--- config.mk ---
export PLATFORM = sky130hd
export DESIGN_NAME = spi_reg_slave
export DESIGN_NICKNAME = d
export VERILOG_FILES = /design/src/rtl/spi_pkg.sv /design/src/rtl/spi_pin_sync.sv /design/src/rtl/spi_rx_shift.sv /design/src/rtl/spi_frame_ctrl.sv /design/src/rtl/spi_tx_launch.sv /design/src/rtl/spi_reg_slave.sv
export SDC_FILE = /design/constraint.sdc
export NUM_CORES = 1
export LEC_CHECK = 0
export BUFFER_PORTS_ARGS = -buffer_cell sky130_fd_sc_hd__buf_2
export CAP_MARGIN = 20
export CORE_ASPECT_RATIO = 1.75
export CORE_MARGIN = 2
export CORE_UTILIZATION = 60
export CTS_CLUSTER_SIZE = 8
export DETAILED_ROUTE_END_ITERATION = 10
export HOLD_SLACK_MARGIN = 0.05
export PLACE_DENSITY_LB_ADDON = 0.3
export SETUP_SLACK_MARGIN = 0.2
export SKIP_CTS_REPAIR_TIMING = 1
export SKIP_LAST_GASP = 1
export SYNTH_ARGS = -nofsm -noshare
export SYNTH_HDL_FRONTEND = slang
export SYNTH_SLANG_ARGS = --single-unit
--- constraint.sdc ---
create_clock -name clk -period 5 [get_ports clk]
set_input_delay 1 -clock clk [delete_from_list [all_inputs] [get_ports clk]]
set_output_delay 1 -clock clk [all_outputs]
set_load 0.005 [all_outputs]
--- src/rtl/spi_pkg.sv ---
package spi_pkg;
    localparam int CMD_W  = 16;
    localparam int ADDR_W = 13;
    localparam int DATA_W = 8;
    localparam int CNT_W  = $clog2(CMD_W);
    localparam int BIT_W  = $clog2(DATA_W);

    typedef enum logic {PH_CMD, PH_DATA} phase_e;

    typedef struct packed {
        logic              rd;
        logic [1:0]        len;
        logic [ADDR_W-1:0] addr;
    } cmd_t;

    // index of the data bit that travels k-th in a byte
    function automatic logic [BIT_W-1:0] bit_sel(input logic lsb, input logic [BIT_W-1:0] k);
        return lsb ? k : BIT_W'(DATA_W - 1) - k;
    endfunction

    function automatic logic [ADDR_W-1:0] addr_step(input logic [ADDR_W-1:0] a, input logic lsb);
        return lsb ? a + 1'b1 : a - 1'b1;
    endfunction
endpackage

--- src/rtl/spi_pin_sync.sv ---
module spi_pin_sync (
    input  logic clk,
    input  logic rst,
    input  logic sclk,
    input  logic csb_n,
    input  logic sdi,
    output logic rise_ev,
    output logic fall_ev,
    output logic cs_active,
    output logic cs_rise,
    output logic sdi_bit
);
    logic sclk_q, sclk_d, csb_q, csb_d, sdi_q;

    always_ff @(posedge clk) begin
        if (rst) begin
            sclk_q <= 1'b0;
            sclk_d <= 1'b0;
            csb_q  <= 1'b1;
            csb_d  <= 1'b1;
            sdi_q  <= 1'b0;
        end else begin
            sclk_q <= sclk;
            sclk_d <= sclk_q;
            csb_q  <= csb_n;
            csb_d  <= csb_q;
            sdi_q  <= sdi;
        end
    end

    assign cs_active = ~csb_q;
    assign rise_ev   = sclk_q & ~sclk_d & ~csb_q;
    assign fall_ev   = ~sclk_q & sclk_d & ~csb_q;
    assign cs_rise   = csb_q & ~csb_d;
    assign sdi_bit   = sdi_q;
endmodule

--- src/rtl/spi_rx_shift.sv ---
module spi_rx_shift
    import spi_pkg::*;
(
    input  logic              clk,
    input  logic              rst,
    input  logic              shift,
    input  logic              lsb,
    input  logic              din,
    output logic [CMD_W-1:0]  word_nxt,
    output logic [DATA_W-1:0] byte_nxt
);
    logic [CMD_W-1:0] sr;

    always_comb begin
        if (lsb) word_nxt = {din, sr[CMD_W-1:1]};
        else     word_nxt = {sr[CMD_W-2:0], din};
    end

    assign byte_nxt = lsb ? word_nxt[CMD_W-1 -: DATA_W] : word_nxt[DATA_W-1:0];

    always_ff @(posedge clk) begin
        if (rst)        sr <= '0;
        else if (shift) sr <= word_nxt;
    end
endmodule

--- src/rtl/spi_frame_ctrl.sv ---
module spi_frame_ctrl
    import spi_pkg::*;
#(
    parameter logic [ADDR_W-1:0] CFG_ADDR    = '0,
    parameter int                CFG_LSB_BIT = 0
) (
    input  logic              clk,
    input  logic              rst,
    input  logic              rise_ev,
    input  logic              cs_rise,
    input  logic              cs_active,
    input  logic [CMD_W-1:0]  word_nxt,
    input  logic [DATA_W-1:0] byte_nxt,
    output logic              data_phase,
    output logic              rd,
    output logic [BIT_W-1:0]  bit_pos,
    output logic [ADDR_W-1:0] addr,
    output logic              we,
    output logic              lsb
);
    phase_e            phase;
    logic [CNT_W-1:0]  cnt;
    logic              stream_q;
    logic [1:0]        left_q;
    logic              cfg_pend;
    cmd_t              cmd;

    assign cmd        = cmd_t'(word_nxt);
    assign data_phase = (phase == PH_DATA);
    assign bit_pos    = cnt[BIT_W-1:0];
    assign we         = rise_ev && data_phase && !rd && (cnt == CNT_W'(DATA_W-1));

    always_ff @(posedge clk) begin
        if (rst) begin
            phase    <= PH_CMD;
            cnt      <= '0;
            rd       <= 1'b0;
            stream_q <= 1'b0;
            left_q   <= '0;
            addr     <= '0;
        end else if (cs_rise) begin
            if (cnt != '0 || phase == PH_CMD || stream_q) begin
                phase <= PH_CMD;
                cnt   <= '0;
            end
        end else if (rise_ev) begin
            if (phase == PH_CMD) begin
                if (cnt == CNT_W'(CMD_W-1)) begin
                    phase    <= PH_DATA;
                    cnt      <= '0;
                    rd       <= cmd.rd;
                    left_q   <= cmd.len;
                    stream_q <= (cmd.len == 2'b11);
                    addr     <= cmd.addr;
                end else begin
                    cnt <= cnt + 1'b1;
                end
            end else begin
                if (cnt == CNT_W'(DATA_W-1)) begin
                    cnt <= '0;
                    if (stream_q || left_q != '0) begin
                        addr <= addr_step(addr, lsb);
                        if (!stream_q) left_q <= left_q - 1'b1;
                    end else begin
                        phase <= PH_CMD;
                    end
                end else begin
                    cnt <= cnt + 1'b1;
                end
            end
        end
    end

    // bit-order configuration: captured on write, applied while deselected
    always_ff @(posedge clk) begin
        if (rst) begin
            cfg_pend <= 1'b0;
            lsb      <= 1'b0;
        end else begin
            if (we && addr == CFG_ADDR) cfg_pend <= byte_nxt[CFG_LSB_BIT];
            if (!cs_active)             lsb      <= cfg_pend;
        end
    end

    p_midbyte_abort_r8: assert property (@(posedge clk) disable iff (rst)
        (cs_rise && cnt != '0) |=> (phase == PH_CMD && cnt == '0));

    p_stall_keeps_r7: assert property (@(posedge clk) disable iff (rst)
        (cs_rise && data_phase && cnt == '0 && !stream_q) |=> (data_phase && $stable(addr)));

    p_addr_step_r5: assert property (@(posedge clk) disable iff (rst)
        (rise_ev && data_phase && cnt == CNT_W'(DATA_W-1) && (stream_q || left_q != '0))
        |=> addr == addr_step($past(addr), $past(lsb)));

    p_data_cnt_r2: assert property (@(posedge clk) disable iff (rst)
        data_phase |-> cnt < CNT_W'(DATA_W));
endmodule

--- src/rtl/spi_tx_launch.sv ---
module spi_tx_launch
    import spi_pkg::*;
(
    input  logic              clk,
    input  logic              rst,
    input  logic              fall_ev,
    input  logic              active,
    input  logic              lsb,
    input  logic [BIT_W-1:0]  bit_pos,
    input  logic [DATA_W-1:0] rdata,
    output logic              sdo
);
    logic [DATA_W-1:0] hold;
    logic [DATA_W-1:0] src;

    assign src = (bit_pos == '0) ? rdata : hold;

    always_ff @(posedge clk) begin
        if (rst) begin
            hold <= '0;
            sdo  <= 1'b0;
        end else if (fall_ev && active) begin
            if (bit_pos == '0) hold <= rdata;
            sdo <= src[bit_sel(lsb, bit_pos)];
        end
    end

    p_launch_on_fall_r6: assert property (@(posedge clk) disable iff (rst)
        !fall_ev |=> $stable(sdo));
endmodule

--- src/rtl/spi_reg_slave.sv ---
module spi_reg_slave
    import spi_pkg::*;
#(
    parameter logic [ADDR_W-1:0] CFG_ADDR    = '0,
    parameter int                CFG_LSB_BIT = 0
) (
    input  logic              clk,
    input  logic              rst,
    input  logic              sclk,
    input  logic              csb_n,
    input  logic              sdio_in,
    output logic              sdio_out,
    output logic              sdio_oe,
    output logic [ADDR_W-1:0] reg_addr,
    output logic [DATA_W-1:0] reg_wdata,
    output logic              reg_we,
    input  logic [DATA_W-1:0] reg_rdata
);
    logic rise_ev, fall_ev, cs_active, cs_rise, sdi_bit;
    logic lsb, data_phase, rd;
    logic [BIT_W-1:0]  bit_pos;
    logic [CMD_W-1:0]  word_nxt;
    logic [DATA_W-1:0] byte_nxt;

    spi_pin_sync u_sync (
        .clk(clk), .rst(rst), .sclk(sclk), .csb_n(csb_n), .sdi(sdio_in),
        .rise_ev(rise_ev), .fall_ev(fall_ev), .cs_active(cs_active),
        .cs_rise(cs_rise), .sdi_bit(sdi_bit)
    );

    spi_rx_shift u_rx (
        .clk(clk), .rst(rst), .shift(rise_ev), .lsb(lsb), .din(sdi_bit),
        .word_nxt(word_nxt), .byte_nxt(byte_nxt)
    );

    spi_frame_ctrl #(.CFG_ADDR(CFG_ADDR), .CFG_LSB_BIT(CFG_LSB_BIT)) u_ctrl (
        .clk(clk), .rst(rst), .rise_ev(rise_ev), .cs_rise(cs_rise),
        .cs_active(cs_active), .word_nxt(word_nxt), .byte_nxt(byte_nxt),
        .data_phase(data_phase), .rd(rd), .bit_pos(bit_pos),
        .addr(reg_addr), .we(reg_we), .lsb(lsb)
    );

    spi_tx_launch u_tx (
        .clk(clk), .rst(rst), .fall_ev(fall_ev), .active(data_phase && rd),
        .lsb(lsb), .bit_pos(bit_pos), .rdata(reg_rdata), .sdo(sdio_out)
    );

    assign reg_wdata = byte_nxt;
    assign sdio_oe   = ~csb_n & data_phase & rd;

    p_we_needs_select_r4: assert property (@(posedge clk) disable iff (rst)
        reg_we |-> $past(!csb_n));
endmodule

==> impl_metrics.tcl, run 1 <==
set metrics [dict create \
    startpoint "u_sync.csb_q" \
    initial_utilization_pct 61.2 \
    drt-pass1-iter-count 4 \
    die_area_um2 6240 \
    drive_above_1_share_pct 14.8 \
    ant_nets 0 \
    route.detailed.drc 0 \
    rsz0062_at_grt "no" \
    finalSetupViolCount 0 \
    grt_pass1_wl_um 12700 \
    synth_fp_nets 432 \
    synth.avg_cell_area_um2 8.32 \
    place_inst 495 \
    relSlewSlack_pct 30.4 \
    cts.sinks 54 \
    routed_wl_um 7910 \
    fin_util_pct 66.5 \
    critPathLaunchType "flop" \
    timing.rr.start "u_ctrl.lsb" \
    cts-root-buf "clkbuf_8" \
    place_area_um2 3560 \
    crit_required_ns 4.00 \
    numCtsBuffers 5 \
    final_common_cell "nor2_1" \
    nets 454 \
    rows 36 \
    powerDensity_nw_per_um2 206 \
    fin_crit_sh_pct 63.3 \
    leakagePower_uw 0.00140 \
    h-tree-depth 2 \
    setup_tns_ns 0 \
    vias 3019 \
    antenna_found_initial 0 \
    dieWidth_um 60.6 \
    mostFrequentLayoutCells "nor2_1 (57), dfxtp_1 (53), buf_2 (36)" \
    ir_drop_mv 0.164 \
    ys_seq_elements 54 \
    dp.final_hpwl_um 5820 \
    crit_fanout 38 \
    tritoncts "done" \
    fin_ws_ns 1.84 \
    cts_max_path_buffers 2 \
    area_growth_pct 8.67 \
    ys.warnings.count 0 \
    fillerInstances 504 \
    cp.arrival_ns 2.16 \
    first_iter_violations 119 \
    async_flop_share_pct 0 \
    cap_violations 0 \
    period_needed_ns 3.16 \
    slew_viol_final 0 \
    seq_area_frac_synth_pct 32.2 \
    fp.dieH_um 103 \
    finClkSkew_ns 0.0140 \
    hold_violations 0 \
    diodes 0 \
    clk_latency_ns 0.32 \
    numPortBuffers 36 \
    place_congestion 0.918 \
    hold_class "flop to flop" \
    vias_per_cell 6.00 \
    grt_usage_pct 26.9 \
    grt_pass1_vias 2809 \
    tightest_slew_ns 1.04 \
    core_area_um2 5500 \
    io_pins 37 \
    end_kind "output port" \
    synthDistinctLibCells 54 \
    postSynthCellCount 404 \
    status "finished, final reports clean" \
    pre_cts_ws_ns 1.97 \
    syn_area_um2 3360 \
    overflow 0 \
    ys.flop_type "dfxtp_1" \
    wl_per_cell_um 15.7 \
    worstSetupPathType "flop to output port" \
    min-delay-start "u_sync.sclk_q" \
    clk_pin_slew_ns 0.08 \
    final_area_um2 3650 \
    instances_no_fill 503 \
    grt_max_degree 59 \
    synth_edf_count 0 \
    max_freq_mhz 316 \
]
[layer usage]
layer	wire, um	vias up	GRT usage (%)	share of wire, %
met5	0	-	0	0
met1	3120	1425	29.0	39
met2	4240	62	47.8	54
li1	-	1502	-	-
met4	376	0	16.4	4.8
met3	174	30	3.51	2.2
[final timing paths]
| path | slack, ns | cells after the start | endpoint |
|---|---|---|---|
| worst max register to register | 1.93 | 9 | u_ctrl.addr[6] |
| worst min-delay path | 0.48 | 1 | u_sync.sclk_d |
| worst min register to register | 0.48 | 1 | u_sync.sclk_d |
| worst max-delay path | 1.84 | 5 | reg_we |
[synth_stat cells, types with 2 or more instances]
cell type,count,share of area (%)
nor2_1,57,6.4
dfxtp_1,54,32
mux2i_1,35,10
a21oi_1,27,4.0
nand2_1,25,2.8
o21ai_0,23,3.4
a211oi_1,21,4.7
ha_1,14,5.2
clkbuf_1,12,1.3
inv_1,12,1.3
nor3_1,10,1.5
nor2b_1,9,1.7
buf_2,8,1.2
nand2b_1,8,1.5
xor2_1,8,2.1
a311oi_1,7,1.8
mux2_2,6,2.0
nand3_1,6,0.89
a21o_1,4,0.89
or3_1,4,0.74
xnor2_1,4,1.0
a22oi_1,3,0.67
buf_1,3,0.33
nand3b_1,3,0.67
nor3b_1,3,0.67
o211ai_1,3,0.67
o22ai_1,3,0.56
a31oi_1,2,0.37
nand4_1,2,0.37
nand4b_1,2,0.52
o2111ai_1,2,0.52
or2_2,2,0.37
[through the flow]
stage / total power, uW / hold WS (ns)
floorplan: 488 / 0.448
global placement: 504 / 0.465
detailed placement: 505 / 0.471
CTS: 759 / 0.486
global route: 782 / 0.491
finish: 754 / 0.481
[kinds of logic after synthesis]
family	synth area share, %
AND/OR/NAND/NOR	19.6
AO/OA/AOI/OAI	20.7
flip-flops	32.2
multiplexers	13.1
buffers and inverters	4.76
adder cells (fa/ha/maj)	5.81
XOR/XNOR	3.95
[sequential cells by signal, indices dropped and copies added (netlist names), 2 cells and up]
register / flops
u_ctrl.addr: 13
u_ctrl.left_q: 2
u_ctrl.cnt: 4
u_rx.sr: 16
u_tx.hold: 8
[critical path: stages, from the launching register on]
cell	delay [ns]
dfxtp_1	0.39
nor3b_2	0.20
buf_4	0.35
nand3_1	0.23
nor3_1	0.47
buf_2	0.20
[final cells by class]
class                      instances  area, um2  share of cell area (%)
clock buffer                       7       86.3                    2.36
sequential                        54       1080                    29.6
clock inverter                     1       5.00                   0.137
timing repair buffer              40        210                    5.75
inverter                          12       45.0                    1.23
multi-input combinational        313       2130                    58.3
tap                               76       95.1                    2.60
[power breakdown]
group | internal, uW | switching, uW
logic | 22.5 | 29.5
registers | 436 | 6.93
clock network | 112 | 147
total | 571 | 183
Note: power is estimated with default switching activity, not from simulation.
==> run 2: changes to the inputs <==
CORE_UTILIZATION = 59   (was 60)
clock period = 3.2 ns   (was 5 ns; I/O delays follow)
==> run 2 against run 1 <==
  * Clock power increased by 77%
  * First-iteration DRC count increased by 7.6%
  * Via count about the same
  * Non-clock buffer count increased by 1
  * Core utilization decreased by 0.13 points
  * Cell count increased by 0.20%
  * Flip-flop and latch count unchanged
  * Critical path type unchanged
  * Power increased by 64%
  * Register-to-register slack got worse by 1.3 ns
==> impl_metrics.tcl, run 2 (same netlist as run 1, synthesis figures left out) <==
set metrics [dict create \
    overflow 0 \
    leakagePower_uw 0.00141 \
    slew_viol_final 0 \
    critPathTopFamily "flip-flops" \
    dieWidth_um 61.1 \
    routed_wl_um 8300 \
    initial_utilization_pct 60.7 \
    clk_pin_slew_ns 0.08 \
    vias_per_cell 5.98 \
    crit_slowest_cell "dfxtp_1" \
    hold_class "flop to flop" \
    dr_wl_met3_um 302 \
    fin_crit_sh_pct 82.5 \
    worstSetupPathType "flop to output port" \
    nets 455 \
    grt_max_degree 59 \
    setup_tns_ns 0 \
    numCtsBuffers 5 \
    largestRegisters "u_rx.sr x16, u_ctrl.addr x13, u_tx.hold x8" \
    wl_per_cell_um 16.5 \
    critPathLaunchType "flop" \
    tightest_slew_ns 1.04 \
    period_needed_ns 2.64 \
    crit_chain "ha_1, nand3_1, nor3_1, buf_2" \
    ant_nets 0 \
    numPortBuffers 36 \
    drive_above_1_share_pct 14.7 \
    pre_cts_ws_ns 0.691 \
    grt_pass1_vias 2865 \
    drt-pass1-iter-count 5 \
    fin_ws_ns 0.560 \
    die_area_um2 6340 \
    tritoncts "done" \
    highest_layer "met4" \
    crit_required_ns 2.56 \
    relSlewSlack_pct 30.5 \
    powerDensity_nw_per_um2 336 \
    ir_drop_mv 0.313 \
    finClkSkew_ns 0.0146 \
    hold_violations 0 \
    max_freq_mhz 379 \
    clk_latency_ns 0.32 \
    crit_fanout 9 \
    wl_met2_um 4430 \
    status "finished, final reports clean" \
    largest_register_ffs 16 \
    rows 36 \
    mostFrequentLayoutCells "nor2_1 (57), dfxtp_1 (53), buf_2 (36)" \
    final_common_cell "nor2_1" \
    io_pins 37 \
    end_kind "output port" \
    area_growth_pct 9.34 \
    grt_usage_pct 27.7 \
    dp.final_hpwl_um 6080 \
    place_congestion 0.896 \
    cp.arrival_ns 2.00 \
    h-tree-depth 2 \
    diodes 0 \
    route.detailed.drc 0 \
    cts.sinks 54 \
    cp.buffers_inverters 1 \
    cts-root-buf "clkbuf_8" \
    fillerInstances 490 \
    wl_met1_um 3190 \
    rsz0062_at_grt "no" \
    core_area_um2 5540 \
    first_iter_violations 128 \
    cts_max_path_buffers 2 \
    antenna_found_initial 0 \
    regMostFlops "u_rx.sr" \
    multi_input_area_um2 2130 \
    finalSetupViolCount 0 \
    cap_violations 0 \
    fp.dieH_um 104 \
    final-seq-area_um2 1080 \
    slowest_delay_ns 0.62 \
    grt_pass1_wl_um 13500 \
    vias 3016 \
]
run 2: cell types whose count changed in the layout (fill, tap and decap cells not counted), sizes merged:
cell    delta
bufinv     +1
clkinv     -1
buf        +1
run 2: power breakdown:
group / internal (uW) / total [uW] / switching (uW)
clock: 235 / 459 / 225
sequential: 682 / 693 / 11.1
combinational: 35.1 / 82.0 / 46.8
total: 951 / 1230 / 283
run 2: layout make-up:
class / instances / area share, %
clock buffer: 7 / 2.08
clock inverter: 1 / 0.817
inverter: 12 / 1.23
multi-input combinational: 313 / 57.9
sequential: 54 / 29.4
tap: 76 / 2.59
timing repair buffer: 41 / 5.92
run 2: per-layer routing:
metal / global-route usage, % / vias up
met2: 45.8 / 70
met1: 31.9 / 1415
li1: - / 1509
met3: 4.98 / 22
met4: 15.4 / 0
met5: 0 / -
run 2: through the flow:
step / hold slack, ns / power (uW) / cells / utilization, % / instance area [um2]
after global placement: 0.468 / 787 / 496 / 64.4 / 3570
after detailed placement: 0.471 / 789 / 496 / 64.4 / 3570
after CTS: 0.488 / 1240 / 504 / 66.4 / 3680
after floorplan: 0.448 / 762 / 404 / - / 3360
after global routing: 0.523 / 1280 / 504 / 66.4 / 3680
final: 0.485 / 1230 / 504 / 66.4 / 3680
run 2: final timing paths:
kind	from	endpoint	slack, ns	depth (start not counted)
min reg2reg	u_sync.sclk_q	u_sync.sclk_d	0.48	1
max	u_ctrl.cnt[0]	reg_we	0.56	4
min	u_sync.sclk_q	u_sync.sclk_d	0.48	1
max reg2reg	u_ctrl.cnt[0]	u_tx.sdo	0.66	8
